File: config.mk
export PLATFORM = sky130hd
export DESIGN_NAME = phase_current_share
export DESIGN_NICKNAME = d
export VERILOG_FILES = /design/src/rtl/ph_pkg.sv /design/src/rtl/phase_div3.sv /design/src/rtl/phase_third_timer.sv /design/src/rtl/phase_mean.sv /design/src/rtl/phase_current_share.sv
export SDC_FILE = /design/constraint.sdc
export NUM_CORES = 1
export LEC_CHECK = 0
export BUFFER_PORTS_ARGS = -buffer_cell sky130_fd_sc_hd__buf_2
export CELL_PAD_IN_SITES_DETAIL_PLACEMENT = 0
export CELL_PAD_IN_SITES_GLOBAL_PLACEMENT = 1
export CORE_ASPECT_RATIO = 1.75
export CORE_UTILIZATION = 44
export DETAILED_ROUTE_END_ITERATION = 7
export PLACE_DENSITY = 0.8
export SLEW_MARGIN = 10
export SYNTH_ARGS = -nofsm -noshare
export SYNTH_HDL_FRONTEND = slang
export SYNTH_SLANG_ARGS = --single-unit
File: constraint.sdc
create_clock -name clk -period 9.7 [get_ports clk]
set_input_delay 0.485 -clock clk [delete_from_list [all_inputs] [get_ports clk]]
set_output_delay 0.485 -clock clk [all_outputs]
set_load 0.03 [all_outputs]
File: src/rtl/ph_pkg.sv
package ph_pkg;
    localparam int NUM_PH = 4;

    typedef enum logic [1:0] {
        PH_TWO   = 2'd0,
        PH_THREE = 2'd1,
        PH_FOUR  = 2'd2
    } ph_mode_e;

    function automatic ph_mode_e mode_of(input logic [2:0] cnt);
        if (cnt <= 3'd2)      return PH_TWO;
        else if (cnt == 3'd3) return PH_THREE;
        else                  return PH_FOUR;
    endfunction

    function automatic logic [NUM_PH-1:0] mask_of(input ph_mode_e m);
        case (m)
            PH_TWO:   return 4'b0011;
            PH_THREE: return 4'b0111;
            default:  return 4'b1111;
        endcase
    endfunction
endpackage

File: src/rtl/phase_div3.sv
module phase_div3 #(
    parameter int W = 12
) (
    input  logic [W-1:0] num,
    output logic [W-1:0] quo
);
    // odd shift makes (2^K+1)/3 an integer; exact floor for num < 2^K
    localparam int K = (W % 2 == 0) ? W + 1 : W + 2;
    localparam longint unsigned RECIP = ((64'd1 << K) + 64'd1) / 64'd3;
    localparam int PW = W + K;

    logic [PW-1:0] prod;

    always_comb begin
        prod = PW'(num) * PW'(RECIP);
        quo  = W'(prod >> K);
    end
endmodule

File: src/rtl/phase_third_timer.sv
module phase_third_timer #(
    parameter int PW = 16
) (
    input  logic          clk,
    input  logic          rst_n,
    input  logic          en,
    input  logic          start,
    input  logic [PW-1:0] third,
    output logic          req
);
    typedef struct packed {
        logic [PW-1:0] cnt;
        logic          run;
        logic          req;
    } tmr_t;

    tmr_t tmr_d, tmr_q;

    always_comb begin
        tmr_d     = tmr_q;
        tmr_d.req = 1'b0;
        if (start && en) begin
            tmr_d.cnt = (third == '0) ? PW'(1) : third;
            tmr_d.run = 1'b1;
        end else if (tmr_q.run) begin
            if (tmr_q.cnt == PW'(1)) begin
                tmr_d.run = 1'b0;
                tmr_d.req = en;
            end else begin
                tmr_d.cnt = tmr_q.cnt - PW'(1);
            end
        end
    end

    always_ff @(posedge clk or negedge rst_n) begin
        if (!rst_n) tmr_q <= '0;
        else        tmr_q <= tmr_d;
    end

    assign req = tmr_q.req;

    // a running countdown never sits at zero
    p_cnt_nonzero_r2: assert property (@(posedge clk) disable iff (!rst_n)
        tmr_q.run |-> (tmr_q.cnt != '0));

    // a request only ends a countdown that was running
    p_req_after_run_r2: assert property (@(posedge clk) disable iff (!rst_n)
        tmr_q.req |-> $past(tmr_q.run));
endmodule

File: src/rtl/phase_mean.sv
module phase_mean
    import ph_pkg::*;
#(
    parameter int SW = 10
) (
    input  logic [NUM_PH*SW-1:0] smp,
    input  ph_mode_e             mode,
    output logic [SW+1:0]        sum,
    output logic [SW-1:0]        avg
);
    localparam int SUMW = SW + 2;

    logic [NUM_PH-1:0] mask;
    logic [SUMW-1:0]   third;

    always_comb begin
        mask = mask_of(mode);
        sum  = '0;
        for (int i = 0; i < NUM_PH; i++) begin
            if (mask[i]) sum = sum + SUMW'(smp[i*SW +: SW]);
        end
    end

    phase_div3 #(.W(SUMW)) i_div3 (
        .num (sum),
        .quo (third)
    );

    always_comb begin
        case (mode)
            PH_TWO:   avg = SW'(sum >> 1);
            PH_THREE: avg = SW'(third);
            default:  avg = SW'(sum >> 2);
        endcase
    end
endmodule

File: src/rtl/phase_current_share.sv
module phase_current_share
    import ph_pkg::*;
#(
    parameter int SW          = 10,
    parameter int PW          = 16,
    parameter int DROOP_NUM   = 3,
    parameter int DROOP_SHIFT = 2,
    localparam int DW         = SW + $clog2(DROOP_NUM + 1),
    localparam int CW         = SW + 1,
    localparam int TW         = SW + 7
) (
    input  logic                 clk,
    input  logic                 rst_n,
    input  logic [2:0]           act_cnt,
    input  logic [PW-1:0]        period_cyc,
    input  logic [NUM_PH-1:0]    ls_on,
    output logic [NUM_PH-1:0]    sample_req,
    input  logic [NUM_PH-1:0]    smp_valid,
    input  logic [NUM_PH*SW-1:0] smp_data,
    input  logic [SW-1:0]        full_scale,
    output logic [SW-1:0]        avg_out,
    output logic [NUM_PH*CW-1:0] corr_out,
    output logic [DW-1:0]        droop_out,
    output logic                 oc_pulse
);
    typedef struct packed {
        logic [NUM_PH*SW-1:0] smp;
        logic [NUM_PH-1:0]    got;
        logic [SW-1:0]        avg;
        logic [NUM_PH*CW-1:0] corr;
        logic [DW-1:0]        droop;
        logic                 oc;
    } st_t;

    st_t st_d, st_q;

    ph_mode_e          mode;
    logic [NUM_PH-1:0] mask;
    logic [NUM_PH-1:0] take;
    logic              upd;
    logic [SW+1:0]     mean_sum;
    logic [SW-1:0]     mean_avg;
    logic [PW-1:0]     third;

    assign mode = mode_of(act_cnt);
    assign mask = mask_of(mode);
    assign take = smp_valid & mask;
    assign upd  = &(st_q.got | ~mask);

    phase_div3 #(.W(PW)) i_period_div3 (
        .num (period_cyc),
        .quo (third)
    );

    for (genvar g = 0; g < NUM_PH; g++) begin : g_tmr
        phase_third_timer #(.PW(PW)) i_tmr (
            .clk   (clk),
            .rst_n (rst_n),
            .en    (mask[g]),
            .start (ls_on[g]),
            .third (third),
            .req   (sample_req[g])
        );
    end

    phase_mean #(.SW(SW)) i_mean (
        .smp  (st_q.smp),
        .mode (mode),
        .sum  (mean_sum),
        .avg  (mean_avg)
    );

    always_comb begin
        st_d    = st_q;
        st_d.oc = 1'b0;
        for (int i = 0; i < NUM_PH; i++) begin
            if (take[i]) st_d.smp[i*SW +: SW] = smp_data[i*SW +: SW];
        end
        st_d.got = upd ? take : (st_q.got | take);
        if (upd) begin
            st_d.avg   = mean_avg;
            st_d.droop = DW'((DW'(mean_avg) * DW'(DROOP_NUM)) >> DROOP_SHIFT);
            st_d.oc    = (TW'(mean_avg) * TW'(20)) > (TW'(full_scale) * TW'(33));
            for (int i = 0; i < NUM_PH; i++) begin
                if (mask[i])
                    st_d.corr[i*CW +: CW] = CW'({1'b0, st_q.smp[i*SW +: SW]})
                                          - CW'({1'b0, mean_avg});
                else
                    st_d.corr[i*CW +: CW] = '0;
            end
        end
    end

    always_ff @(posedge clk or negedge rst_n) begin
        if (!rst_n) st_q <= '0;
        else        st_q <= st_d;
    end

    assign avg_out   = st_q.avg;
    assign corr_out  = st_q.corr;
    assign droop_out = st_q.droop;
    assign oc_pulse  = st_q.oc;

    // reciprocal divide gives the exact floor of the active sum
    p_mean_floor_r3: assert property (@(posedge clk) disable iff (!rst_n)
        ((TW'(mean_avg) * TW'(mode == PH_TWO ? 2 : (mode == PH_THREE ? 3 : 4))) <= TW'(mean_sum)) &&
        (TW'(mean_sum) < (TW'(mean_avg) + TW'(1)) * TW'(mode == PH_TWO ? 2 : (mode == PH_THREE ? 3 : 4))));

    // the mean holds unless a period completed in the cycle before
    p_hold_r9: assert property (@(posedge clk) disable iff (!rst_n)
        !$past(upd) |-> $stable(st_q.avg));

    // the trip pulse only follows a completed period
    p_oc_on_update_r8: assert property (@(posedge clk) disable iff (!rst_n)
        st_q.oc |-> $past(upd));
endmodule

# Yosys cells after proc, flatten, opt, wreduce, memory -nomap -nowiden
# Cells that the tools add are included.
# classes
add_sub_neg	11
mux	35
n_lt_le_gt_ge	2
n_mul	5
eq_ne	10
reduce_logical	15
bitwise	4
# ops
operator	n
18-bit two-way mux	4
17-bit two-way mux	4
16-bit by 1-bit == test with 1-bit output, second input constant	4
16-bit two-way mux	4
16-bit by 1-bit subtractor with 16-bit output, second input constant	4
11-bit two-way mux	4
10-bit by 10-bit subtractor with 11-bit output	4
12-bit two-way mux	3
16-bit by 16-bit multiplier with 32-bit output, second input constant	1
12-bit by 10-bit adder with 12-bit output	2
12-bit by 12-bit multiplier with 23-bit output, second input constant	1
10-bit case mux with 2 select lines	1
15-bit by 16-bit > comparator with 1-bit output	1
16-bit zero test	1
10-bit by 6-bit multiplier with 16-bit output, second input constant	1
15-bit two-way mux	1
10-bit by 3-bit multiplier with 13-bit output, second input constant	1
10-bit by 2-bit multiplier with 12-bit output, second input constant	1
2-bit two-way mux	6
10-bit by 10-bit adder with 11-bit output	1
10-bit two-way mux	1
2-bit by 1-bit != test with 1-bit output, second input constant	4
4-bit bitwise OR	2
4-bit case mux with 2 select lines	1
other kinds (12)	25
# word_totals
in_bits	79
output_inout_bits	71
register_bits	181
elab_cells	103

# Depth between registers and ports, before layout
# depth
word_depth	17
ltp_mapped	55
depth_no_buf	55

# Hierarchy
# A second synthesis with hierarchy kept.
# hier_totals
hier_cells	2335
area_unflattened_um2	21368.0
# modules_own_cells
module	seq_area_each_um2	area_each_um2	instances	cells_each
phase_current_share	2727.6	7542.2	1	768
phase_div3 at i_period_div3	0.0	4710.8	1	522
phase_third_timer	450.4	1156.1	4	127
phase_div3 at i_mean.i_div3	0.0	2668.8	1	289
phase_mean	0.0	1821.7	1	248

# Least setup slack after synthesis
# Ideal clock, no wire load.
# synth_timing
kind	reg2reg
startpoint	register st_q[72] (netlist bit)
endpoint	register st_q, in the netlist oc_pulse
required_ns	9.562
synth_period_minus_slack_ns	10.452
setup_time_ns	0.138
path_buffers	1
arrival_time_ns	10.314
slack_ns	-0.752
path_stages_with_launch	51
cell_sequence	dfrtp_1 -> ha_1 -> a21oi_1 -> o211ai_1 -> or2_2 -> xnor2_1 -> inv_1 -> ha_1 -> o2111ai_1 -> a31oi_1 -> xnor2_1 -> o21ai_0 -> ha_1 -> or2_2 -> a21o_1 -> nand3_1 -> mux2i_1 -> and3_1 -> [15 not listed] -> xnor2_1 -> mux2_2 -> o21ai_0 -> inv_1 -> ha_1 -> ha_1 -> inv_1 -> o21bai_1 -> xor2_1 -> ha_1 -> a21o_1 -> a21o_1 -> a21oi_1 -> o21ai_0 -> a21o_1 -> a21o_1 -> a21oi_1 -> nor4_1
# synth_lines
item	line_no	source
from (decl)	phase_current_share.sv:35	st_t st_d, st_q;
from (signal assigned)	phase_current_share.sv:96	else st_q <= st_d;

==> results.yml <==
place:
  io_buffers: 147
  dp.cells: 3030
  gp_congestion: 0.958
  dp_slack_ps: -693
  hpwl_mm: 52.0
  placed_cell_area_um2: 23000
setup_path:
  worst-setup-path-type: "reg2reg"
  cp_max_fo: 3
  required_ps: 10000
  arrival_ps: 10500
  cp.buffers_inverters: 39
  worst_setup_path_start_kind: "flop"
  cpPeakStageDelay_ps: 570
  crit_path_end_kind: "flop"
  crit_top_cell: "buf_4"
  cp_top_family: "buffers and inverters"
  crit_slowest_cell: "fa_2"
global_routing:
  grt_overflow: 0
  grt_pass1_wl_mm: 99.4
  grt_max_degree: 93
  grt_pass1_vias: 18503
  track_usage_pct: 28.3
  grt_antenna_before_repair: 3
timing:
  skew_ps: 21.1
  tightest_slew_ps: 1040
  fin_crit_sh_pct: 105
  fmax_mhz: 98.1
  slew_headroom_pct: 30.2
  hold_viol: 0
  setup_ws_ps: -496
  finalMaxSlewViolations: 0
  post-route-min-period_ps: 10200
  setup_viol: 8
  grt_setup_unrepaired: "yes"
synth:
  synth_fa_ha_area_share_pct: 33.8
  synth_top_family_by_area: "adder cells"
  synthTopCellsByCount: "334 x ha_1, 321 x inv_1, 189 x nand2_1"
  synth.top_cells.by_area: "dfrtp_1 22%, ha_1 21%, fa_1 13%, inv_1 6.0%, nand2_1 3.5%"
  synth_top_area_cell: "dfrtp_1"
  seq_area_frac_synth_pct: 22.5
  synth-warning-count: 0
  muxShareOfSynthArea_pct: 2.76
  synth_compound_area_share_pct: 14.4
  syn_area_per_cell_um2: 9.15
  synth-async-reset-ratio_pct: 100
  synth-edff-count: 0
  syn_inst: 2201
  synth-seq-cells: 181
  synthFlopType: "dfrtp_1"
  synth_top_area_share_pct: 22.5
  synth_area_um2: 20100
  yosysMostFrequentCell: "ha_1"
  yosys.area_share.simple_pct: 11.3
  synth_xor_area_share_pct: 5.76
  synth_cell_types: 80
drt:
  drtIter0Drc: 759
  drc: 0
  drt_wl_total_mm: 63.8
  postRouteAntennaNets: 0
  vias_per_cell: 5.44
  dr.pass1.iters: 5
  vias: 17088
  wl_per_cell_um: 20.3
status:
  failed_checks: "negative setup slack"
  outcome: "finished, violations left"
clock_network:
  worstSkewPairLatency_ps: 470
  numCtsBuffers: 17
  clock_sinks: 181
  cts_tree: "done"
  cts-root-buf: "clkbuf_16"
  clk_pin_slew_ps: 90
  h-tree-depth: 4
  postCtsHoldBufs: 0
  clock_path_buffers: 2
die:
  io-pin-count: 150
  initial_core_util_pct: 44.7
  std_cell_rows: 103
  die_w_um: 164
  die_h_um: 285
  dieArea_um2: 46700
  core_area_um2: 45100
layout:
  final_cell_count_no_fill: 3144
  area_growth_pct: 24.1
  finish.instance_area_um2: 25000
  drive_gt1_share_pct: 28.2
  nets: 3097
job:
  cap_violations: 0
min_path:
  min_path_type: "in2async"
sequential cells by signal (all words and copies together), names as in the netlist:
signal / cells
g_tmr.i_tmr.tmr_q: 68
corr_out: 44
st_q: 44
avg_out: 10
droop_out: 10
g_tmr.i_tmr.req: 4
oc_pulse: 1
final cells by class:
cell class / instances / area [um^2]
inverters: 321 / 1210
flip-flops and latches: 181 / 4530
clock buffers: 18 / 429
clock inverters: 14 / 151
multi-input cells: 1582 / 14900
fillers: 4079 / 20100
diodes: 1 / 2.50
repair buffers: 450 / 3100
well taps: 577 / 722
kinds of logic after synthesis:
kind of cell / Yosys count
simple gates: 490
xor+xnor: 130
compound gates: 445
buf+inv: 439
mux: 50
other cells: 1
flops: 181
fa+ha+maj: 465
stage by stage:
stage | hold WS (ps) | setup TNS (ps) | util, %
5_1_grt | 102 | -12330 | 55.4
4_1_cts | 62.7 | -361 | 54.0
2_1_floorplan | 189 | 0 | -
6_report | 55.4 | -853 | 55.4
3_3_place_gp | 460 | -4430 | 51.1
3_5_place_dp | 468 | -7280 | 51.1
cells in the final DEF (no fill, tap or decap), types with 33 or more instances in the layout:
master and count:
inv_1 306, buf_4 294, ha_1 289, nand2_1 186, dfrtp_1 181, buf_2 146
fa_1 127, nor2_1 103, o21ai_0 77, xnor2_1 75, a21oi_1 71, a21o_1 46
xor2_1 45, mux2_2 43, ha_4 42, a21oi_2 33, nor3_1 33
timing repair:
action / CTS / global route
buffers inserted: 52 / 30
pin swaps: 78 / 93
gates resized for setup: 86 / 101
endpoints found under the setup margin: 26 / 32
worst paths after layout:
path | startpoint | to | slack [ps] | depth (start not counted)
max | st_q[71]$_DFFE_PN0P_ | oc_pulse$_DFF_PN0_ | -500 | 63
min | rst_n | corr_out[39]$_DFFE_PN0P_ | 60 | 1
max reg2reg | st_q[71]$_DFFE_PN0P_ | oc_pulse$_DFF_PN0_ | -500 | 63
min reg2reg | corr_out[34]$_DFFE_PN0P_ | corr_out[34]$_DFFE_PN0P_ | 480 | 2
max in group asynchronous | rst_n | corr_out[19]$_DFFE_PN0P_ | 7730 | 3
min in group clk | smp_data[37] | st_q[108]$_DFFE_PN0P_ | 240 | 2
routing by layer:
layer / wire length, um / share of wire (%) / vias to the layer above / track usage, %
li1: - / - / 8132 / -
met1: 21900 / 34 / 8361 / 27.3
met2: 35000 / 55 / 378 / 54.1
met3: 1810 / 2.8 / 213 / 3.81
met4: 5060 / 7.9 / 4 / 19.8
met5: 27 / 0.042 / - / 0
Power is not shown: default switching activity piles up to over one toggle a cycle in this logic, so the estimate is an artifact.
